### config.mk
export PLATFORM = sky130hd
export DESIGN_NAME = simd_satadd
export DESIGN_NICKNAME = d
export VERILOG_FILES = /design/src/rtl/simd_satadd_pkg.sv /design/src/rtl/simd_lane_map.sv /design/src/rtl/simd_unit_add.sv /design/src/rtl/simd_lane_sat.sv /design/src/rtl/simd_satadd.sv
export SDC_FILE = /design/constraint.sdc
export NUM_CORES = 1
export LEC_CHECK = 0
export ABC_AREA = 1
export BUFFER_PORTS_ARGS = -buffer_cell sky130_fd_sc_hd__buf_2
export CAP_MARGIN = 10
export CORE_ASPECT_RATIO = 0.75
export CORE_UTILIZATION = 30
export CTS_CLUSTER_SIZE = 10
export DETAILED_ROUTE_END_ITERATION = 8
export PLACE_DENSITY_LB_ADDON = 0.12
export SLEW_MARGIN = 0
export SYNTH_ARGS = -nofsm -noshare
export SYNTH_HDL_FRONTEND = slang
export SYNTH_HIERARCHICAL = 1
export SYNTH_SLANG_ARGS = --single-unit
### constraint.sdc
create_clock -name clk -period 8.5 [get_ports clk]
set_input_delay 1.7 -clock clk [delete_from_list [all_inputs] [get_ports clk]]
set_output_delay 1.7 -clock clk [all_outputs]
set_load 0.05 [all_outputs]
### src/rtl/simd_satadd_pkg.sv
package simd_satadd_pkg;

    localparam int UNIT_W  = 8;
    localparam int N_UNITS = 4;
    localparam int DATA_W  = UNIT_W * N_UNITS;
    localparam int IDX_W   = $clog2(N_UNITS);

    typedef enum logic [1:0] {
        FMT_WORD = 2'd0,
        FMT_HALF = 2'd1,
        FMT_BYTE = 2'd2,
        FMT_BAD  = 2'd3
    } fmt_e;

    typedef struct packed {
        logic [UNIT_W-1:0] sum;
        logic              cout;
        logic              a_msb;
        logic              b_msb;
    } unit_sum_t;

    // carry into this unit is cut (restarts with the op carry-in)
    function automatic logic unit_cut(fmt_e f, int idx);
        case (f)
            FMT_WORD: return (idx == 0);
            FMT_HALF: return ((idx % 2) == 0);
            default:  return 1'b1;
        endcase
    endfunction

    // this unit holds the sign/top of its lane
    function automatic logic unit_top(fmt_e f, int idx);
        case (f)
            FMT_WORD: return (idx == N_UNITS - 1);
            FMT_HALF: return ((idx % 2) == 1);
            default:  return 1'b1;
        endcase
    endfunction

    // index of the top unit of the lane that contains unit idx
    function automatic logic [IDX_W-1:0] unit_top_idx(fmt_e f, int idx);
        case (f)
            FMT_WORD: return IDX_W'(N_UNITS - 1);
            FMT_HALF: return IDX_W'(idx | 1);
            default:  return IDX_W'(idx);
        endcase
    endfunction

    function automatic logic fmt_signed(fmt_e f);
        return (f != FMT_BYTE);
    endfunction

endpackage

### src/rtl/simd_lane_map.sv
module simd_lane_map
    import simd_satadd_pkg::*;
(
    input  fmt_e                          fmt,
    output logic [N_UNITS-1:0]            cut,
    output logic [N_UNITS-1:0]            top,
    output logic [N_UNITS-1:0][IDX_W-1:0] top_idx
);
    for (genvar i = 0; i < N_UNITS; i++) begin : g_map
        always_comb begin
            cut[i]     = unit_cut(fmt, i);
            top[i]     = unit_top(fmt, i);
            top_idx[i] = unit_top_idx(fmt, i);
        end
    end
endmodule

### src/rtl/simd_unit_add.sv
module simd_unit_add
    import simd_satadd_pkg::*;
(
    input  logic [UNIT_W-1:0] a,
    input  logic [UNIT_W-1:0] b,
    input  logic              sub,
    input  logic              cin,
    output unit_sum_t         res
);
    logic [UNIT_W-1:0] b_eff;
    logic [UNIT_W:0]   wide;

    always_comb begin
        b_eff     = sub ? ~b : b;
        wide      = {1'b0, a} + {1'b0, b_eff} + {{UNIT_W{1'b0}}, cin};
        res.sum   = wide[UNIT_W-1:0];
        res.cout  = wide[UNIT_W];
        res.a_msb = a[UNIT_W-1];
        res.b_msb = b_eff[UNIT_W-1];
    end
endmodule

### src/rtl/simd_lane_sat.sv
module simd_lane_sat
    import simd_satadd_pkg::*;
(
    input  fmt_e                          fmt,
    input  logic                          sub,
    input  logic                          sat,
    input  unit_sum_t [N_UNITS-1:0]       us,
    input  logic [N_UNITS-1:0]            top,
    input  logic [N_UNITS-1:0][IDX_W-1:0] top_idx,
    output logic [DATA_W-1:0]             res,
    output logic                          flag
);
    logic                 sgn;
    logic [N_UNITS-1:0]   ovf_u;
    logic [N_UNITS-1:0]   pos_u;

    assign sgn = fmt_signed(fmt);

    for (genvar i = 0; i < N_UNITS; i++) begin : g_unit
        logic              lane_ovf;
        logic              lane_pos;
        logic [UNIT_W-1:0] clamp;

        // range test as if this unit were the top of a lane
        always_comb begin
            if (sgn) begin
                ovf_u[i] = (us[i].a_msb == us[i].b_msb) &&
                           (us[i].sum[UNIT_W-1] != us[i].a_msb);
                pos_u[i] = ~us[i].a_msb;
            end else begin
                ovf_u[i] = us[i].cout ^ sub;
                pos_u[i] = ~sub;
            end
        end

        always_comb begin
            lane_ovf = ovf_u[top_idx[i]];
            lane_pos = pos_u[top_idx[i]];
            clamp    = {UNIT_W{lane_pos}};
            if (sgn && top[i])
                clamp[UNIT_W-1] = ~lane_pos;
            if (fmt == FMT_BAD)
                res[i*UNIT_W +: UNIT_W] = '0;
            else if (sat && lane_ovf)
                res[i*UNIT_W +: UNIT_W] = clamp;
            else
                res[i*UNIT_W +: UNIT_W] = us[i].sum;
        end
    end

    assign flag = (fmt != FMT_BAD) && |(ovf_u & top);
endmodule

### src/rtl/simd_satadd.sv
module simd_satadd
    import simd_satadd_pkg::*;
(
    input  logic              clk,
    input  logic              rst,
    input  logic              in_valid,
    input  logic [DATA_W-1:0] in_a,
    input  logic [DATA_W-1:0] in_b,
    input  logic [1:0]        in_fmt,
    input  logic              in_sub,
    input  logic              in_sat,
    output logic              out_valid,
    output logic [DATA_W-1:0] out_res,
    output logic              out_flag
);
    fmt_e                          fmt;
    logic [N_UNITS-1:0]            cut;
    logic [N_UNITS-1:0]            top;
    logic [N_UNITS-1:0][IDX_W-1:0] top_idx;
    logic [N_UNITS-1:0]            cin;
    unit_sum_t [N_UNITS-1:0]       us;
    logic [DATA_W-1:0]             res_d;
    logic                          flag_d;

    assign fmt = fmt_e'(in_fmt);

    simd_lane_map u_map (
        .fmt     (fmt),
        .cut     (cut),
        .top     (top),
        .top_idx (top_idx)
    );

    for (genvar i = 0; i < N_UNITS; i++) begin : g_add
        if (i == 0) begin : g_first
            assign cin[i] = in_sub;
        end else begin : g_rest
            assign cin[i] = cut[i] ? in_sub : us[i-1].cout;
        end

        simd_unit_add u_unit (
            .a   (in_a[i*UNIT_W +: UNIT_W]),
            .b   (in_b[i*UNIT_W +: UNIT_W]),
            .sub (in_sub),
            .cin (cin[i]),
            .res (us[i])
        );
    end

    simd_lane_sat u_sat (
        .fmt     (fmt),
        .sub     (in_sub),
        .sat     (in_sat),
        .us      (us),
        .top     (top),
        .top_idx (top_idx),
        .res     (res_d),
        .flag    (flag_d)
    );

    always_ff @(posedge clk) begin
        if (rst) begin
            out_valid <= 1'b0;
            out_res   <= '0;
            out_flag  <= 1'b0;
        end else begin
            out_valid <= in_valid;
            if (in_valid) begin
                out_res  <= res_d;
                out_flag <= flag_d;
            end
        end
    end
endmodule

==> run metrics, run 1 <==
status complete, but fails checks; failing checks negative setup slack; Worst-Skew Late Latency 280 ps; CP max FO 6; n_diodes 0; Worst R2R Path Depth 2; Final Critical Period 8790 ps; fmax 0.114 GHz; WP data required 8670 ps; PortBufs 104; worst stage delay on the critical path 320 ps; crit path from in_sub; Filler cells 1695; met2 wire len 5.87 mm; R2R Path End out_res[13]; hpwl dp 10.0 mm; WHS Endpoint out_res[0]; Max clock buf depth 2; flip-flop and latch area 681 um^2; Layout area overhead 32.6%; CP delay by family, top buffers and inverters; Max-slew headroom 28.2%; via count of the first global-routing pass 4686; Cell Area, Synth 4730 um^2; Lkg Pwr 3.91 nW; Die Area 16300 um^2; Routed met1 length 7.08 mm; initial antenna violation count 0; GP Congestion 0.906; Max Slew Vio Count 0; R2R setup slack 7870 ps; DIE HEIGHT 111 um; Routed wire per std cell 11.4 um; Hold Startpoint out_res[0]; PD cells 164 nW/um^2; unrepaired setup endpoints after global routing true; top layer used by detailed routing met4; TritonCTS clock tree done; DR vias 5066; initial drt markers 192; NumNets Final 1098; Syn. warnings 6; HP Class flip-flop to flip-flop; row count 39; worst hold path depth 2; largest net degree at the start of global routing 68; starting density of the core 30.9%; clock-pin slew on the worst setup and hold paths 60 ps; clk_skew 0 ps; layout cell share with drive strength beyond 1 28.6%; final hold slack 462 ps; hold_buf cts 0; Max-Cap Viols 0; DRC 0; total CTS buffers 5; antenna viol nets, final 0; Die Wd 147 um; All-Layer GR Usage 16.8%; setup violators final 32; Max stage delay cell, worst path ha_1; Worst Setup End Kind flip-flop; slew at the pin with the worst max-slew slack 1080 ps; CP bufs+invs 46; commonest non-fill, non-tap cell in the layout nand2_1; Tcrit/Tclk final 103%; core area 15300 um^2; final hold vios 0; R2R Path Start out_res[13]; crit-path most repeated cell buf_4; Setup WS pre-CTS -640 ps; I/O pins 105; peak supply drop 0.0706 mV; routed wire length 13.6 mm; area occupied by multi-input gates 3340 um^2; Worst setup SP type input pin; most frequent cells in the layout nand2_1 (231), inv_1 (178), buf_2 (102); Worst Path Arrival 8960 ps; Detailed Routing Iterations Pass 1 4; vias per cell 4.23; average size of a mapped cell 5.66 um^2; Clock Sinks 34; first-pass GRT wire length 22.3 mm; Routed met3 length 484 um; global route total overflow 0; setup slack after layout -290 ps; Root Buffer clkbuf_16; H-tree depth 2; Setup Crit Path Kind input pin to flip-flop; Setup Total Neg Slack -3980 ps; Syn Inst Count 836
-- report_power, final --
part / internal [W] / switching [W] / leakage [nW]
Clock: 0.000169 / 0.0000738 / 0.0940
Combinational: 0.000243 / 0.000356 / 3.53
Sequential: 0.000176 / 0.00000854 / 0.282
-- state kept, by name, summed over array words and instances (netlist names) --
name / count
out_res: 32
out_valid: 1
out_flag: 1
-- per-stage QoR --
step                      cell area, um^2  cells  util [%]  total power (W)
after floorplan                      4750    840         -         0.000571
after global placement               5470   1140      35.7         0.000690
after detailed placement             5470   1140      35.7         0.000688
after CTS                            6010   1187      39.2         0.000987
after global routing                 6270   1197      40.9          0.00112
final                                6270   1197      40.9          0.00103
-- how the worst max path moves through the flow --
stage                             end  slack, ps  cells past startpoint
after floorplan           out_res[24]         10                     58
after global placement    out_res[10]       -620                     59
after detailed placement  out_res[10]       -640                     59
after CTS                 out_res[12]         30                     59
after global routing      out_res[25]       -730                     59
final                     out_res[14]       -290                     67
-- final cells by class --
cell class | count | share of cell area [%]
clock buffers | 5 | 1.99
clock inverters | 3 | 1.10
inverters | 193 | 11.5
multi-input cells | 581 | 53.2
flip-flops and latches | 34 | 10.9
well taps | 205 | 4.09
repair buffers | 176 | 17.2
-- repair_timing --
action                     CTS  global route
setup endpoints to repair   33            33
pin swaps                    8            36
gates resized for setup     17            60
hold endpoints to repair     0             0
buffers inserted            39            10
-- metal layers --
metal  GRT usage [%]  vias to the layer above
li1                -                     2748
met1            24.2                     2199
met2            26.8                      107
met3            2.06                       12
met4            3.23                        0
met5               0                        -
-- worst register-to-register path, cell delays in order, from the launching register on --
cell     delay (ps)
dfxtp_1         400
nor2_1           60
nor2_1          110
(Power assumes the default switching activity.)
==> run 2: changes to the inputs <==
--- a/config.mk
+++ b/config.mk
@@ -8,7 +8,7 @@
 export ABC_AREA = 1
 export BUFFER_PORTS_ARGS = -buffer_cell sky130_fd_sc_hd__buf_2
 export CAP_MARGIN = 10
-export CORE_ASPECT_RATIO = 0.75
+export CORE_ASPECT_RATIO = 0.9
 export CORE_UTILIZATION = 30
 export CTS_CLUSTER_SIZE = 10
 export DETAILED_ROUTE_END_ITERATION = 8
@@ -16,5 +16,4 @@
 export SLEW_MARGIN = 0
 export SYNTH_ARGS = -nofsm -noshare
 export SYNTH_HDL_FRONTEND = slang
-export SYNTH_HIERARCHICAL = 1
 export SYNTH_SLANG_ARGS = --single-unit
==> run metrics, run 2 <==
Worst setup SP type input pin (unchanged); Setup Buffers After CTS 0 (was 39); clock-pin slew on the worst setup and hold paths 50 ps (was 60 ps); register name with the most flops out_res (unchanged); Detailed Routing Iterations Pass 1 4 (unchanged); PortBufs 104 (unchanged); H-tree depth 2 (unchanged); Synth Flop Type dfxtp_1; total power 0.000771 W (was 0.00103 W); Area contributors post-synth dfxtp_1 (20%), nand2_1 (15%), xor2_1 (12%); initial antenna violation count 0 (unchanged); cell taking the most area after synthesis dfxtp_1; routed wire length 9.31 mm (was 13.6 mm); core area 10900 um^2 (was 15300 um^2); slew at the pin with the worst max-slew slack 625 ps (was 1080 ps); antenna viol nets, final 0 (unchanged); HP Class flip-flop to flip-flop (unchanged); initial drt markers 143 (was 192); average size of a mapped cell 6.74 um^2 (was 5.66 um^2); most numerous cell in the Yosys netlist nand2_1; R2R setup slack 7860 ps (was 7870 ps); Max Slew Vio Count 0 (unchanged); Post-CTS Resized 0 (was 17); ys async rst share 0%; starting density of the core 31.2% (was 30.9%); Max clock buf depth 2 (unchanged); setup violators final 0 (was 32); I/O pins 105 (unchanged); PD cells 181 nW/um^2 (was 164 nW/um^2); Max-Cap Viols 0 (unchanged); Die Area 11800 um^2 (was 16300 um^2); most frequent cells in the layout nand2_1 (140), buf_2 (104), a21oi_1 (53), nand3_1 (53), xor2_1 (47) (was nand2_1 (231), inv_1 (178), buf_2 (102)); R2R Path Start out_res[26] (was out_res[13]); GP Congestion 0.848 (was 0.906); DR vias 3438 (was 5066); Syn. warnings 0 (was 6); row count 36 (was 39); Cell Area, Synth 3420 um^2 (was 4730 um^2); Post-synth EDFFs 0; Mapped Nets 613; Internal Power 0.000450 W (was 0.000588 W); CP max FO 9 (was 6); n_diodes 0 (unchanged); fmax 0.129 GHz (was 0.114 GHz); Clock Sinks 34 (unchanged); Hold Startpoint out_res[3] (was out_res[0]); All-Layer GR Usage 16.2% (was 16.8%); Worst Setup End Kind flip-flop (unchanged); final hold vios 0 (unchanged); crit path from in_sub (unchanged); vias per cell 4.54 (was 4.23); R2R Path End out_res[26] (was out_res[13]); TritonCTS clock tree done (unchanged); worst hold path depth 2 (unchanged); combinational power share 48.7% (was 58.4%); hold_buf cts 0 (unchanged); clk_skew 0 ps (unchanged); global route total overflow 0 (unchanged); DRC 0 (unchanged); Root Buffer clkbuf_16 (unchanged); post-synth top area share 19.9%; Sw Pwr 0.000321 W (was 0.000438 W); Setup Total Neg Slack 0 ps (was -3980 ps); Worst-Skew Late Latency 270 ps (was 280 ps); Max stage delay cell, worst path fa_1 (was ha_1); crit path capture out_res[27] (was out_res[14]); max reg flops 32 (unchanged); DIE HEIGHT 103 um (was 111 um); Layout area overhead 24.4% (was 32.6%); synth cell count leaders nand2_1 (140), a21oi_1 (54), nand3_1 (53), xor2_1 (47), inv_1 (45); synthesized flop and latch total 34; largest net degree at the start of global routing 36 (was 68); WP data required 8630 ps (was 8670 ps); largest registers out_res: 32 flops, out_flag: 1 flops, out_valid: 1 flops (unchanged); status finished clean (was complete, but fails checks); NumNets Final 711 (was 1098); Tcrit/Tclk final 91.3% (was 103%); Die Wd 115 um (was 147 um); layout cell share with drive strength beyond 1 24.0% (was 28.6%); Final Critical Period 7760 ps (was 8790 ps); Routed wire per std cell 12.3 um (was 11.4 um); peak supply drop 0.0578 mV (was 0.0706 mV); crit-path most repeated cell nand2_1 (was buf_4); first-pass GRT wire length 15.3 mm (was 22.3 mm); worst stage delay on the critical path 470 ps (was 320 ps); Setup Crit Path Kind input pin to flip-flop (unchanged); Max-slew headroom 58.4% (was 28.2%); via count of the first global-routing pass 3088 (was 4686); Flop pwr share 24.3% (was 18.0%); Clk pwr share 27.0% (was 23.6%); Net Sw Frac 41.7% (was 42.7%); hpwl dp 7.76 mm (was 10.0 mm); Worst R2R Path Depth 2 (unchanged); commonest non-fill, non-tap cell in the layout nand2_1 (unchanged); sequential area share after synthesis 19.9%; total CTS buffers 5 (unchanged); unrepaired setup endpoints after global routing false (was true); unique cell type count in the Yosys netlist 33; Lkg Pwr 2.24 nW (was 3.91 nW); Worst Path Arrival 7890 ps (was 8960 ps); Syn Inst Count 507 (was 836)
## run 2: cell types whose count changed in the layout (fill, tap and decap cells not counted), moves of 10 or more
| cell | delta |
|---|---|
| xor2_1 | +21 |
| nand3_1 | -13 |
| nand2_1 | -91 |
| nor2_2 | -20 |
| nor2_1 | -82 |
| a21oi_1 | +39 |
| buf_4 | -69 |
| inv_1 | -133 |
| nand3_2 | -13 |
| xnor2_1 | -10 |
## run 2: worst min path at each step
stage,to,slack [ps]
3_3_place_gp,out_res[3],450
2_1_floorplan,out_res[11],690
4_1_cts,out_res[11],460
3_5_place_dp,out_res[11],450
6_report,out_res[3],460
5_1_grt,out_res[25],470
## run 2: final cells by class
type,instances,area [um^2]
fillers,1217,6690
multi-input cells,401,2460
flip-flops and latches,34,681
repair buffers,107,543
inverters,56,210
well taps,152,190
clock buffers,6,139
clock inverters,1,30.0
## run 2: critical path: cells and delay by family
kind	cells	cell delay, ps
buffers and inverters	4	510
AND/OR/NAND/NOR	21	2080
XOR/XNOR	1	180
adder cells (fa/ha/maj)	7	2960
AO/OA/AOI/OAI	4	450
## run 2: cells by family (layout without fill, tap and decap cells)
family	count (synthesis)	after routing	synth area share, %
AND/OR/NAND/NOR	230	230	30.5
buffers and inverters	72	170	8.24
flip-flops	34	34	19.9
XOR/XNOR	54	54	13.8
adder cells (fa/ha/maj)	35	35	14.3
AO/OA/AOI/OAI	82	82	13.2
## run 2: routing by layer
metal	routed length, um	up-vias	GRT usage, %	share of wire, %
li1	-	1852	-	-
met1	4950	1499	23.6	53
met2	3820	83	25.1	41
met3	472	4	2.45	5.1
met4	68	0	3.40	0.73
met5	0	-	0	0
## run 2: power by group through the flow
stage | combinational, W | clock (W) | sequential (W)
after floorplan | 0.000221 | 0 | 0.000253
after global placement | 0.000376 | 0 | 0.000190
after detailed placement | 0.000375 | 0 | 0.000191
after CTS | 0.000377 | 0.000214 | 0.000187
after global routing | 0.000419 | 0.000221 | 0.000190
final | 0.000375 | 0.000208 | 0.000187
## run 2: stage by stage
step / setup slack, ps / utilization, % / hold slack (ps) / std cells / cell area, um^2
after floorplan: 937 / - / 690 / 507 / 3420
after detailed placement: 455 / 37.3 / 453 / 750 / 4080
after global placement: 677 / 37.3 / 453 / 750 / 4080
after global routing: 137 / 38.9 / 473 / 757 / 4250
final: 740 / 38.9 / 458 / 757 / 4250
after CTS: 739 / 38.9 / 462 / 757 / 4250
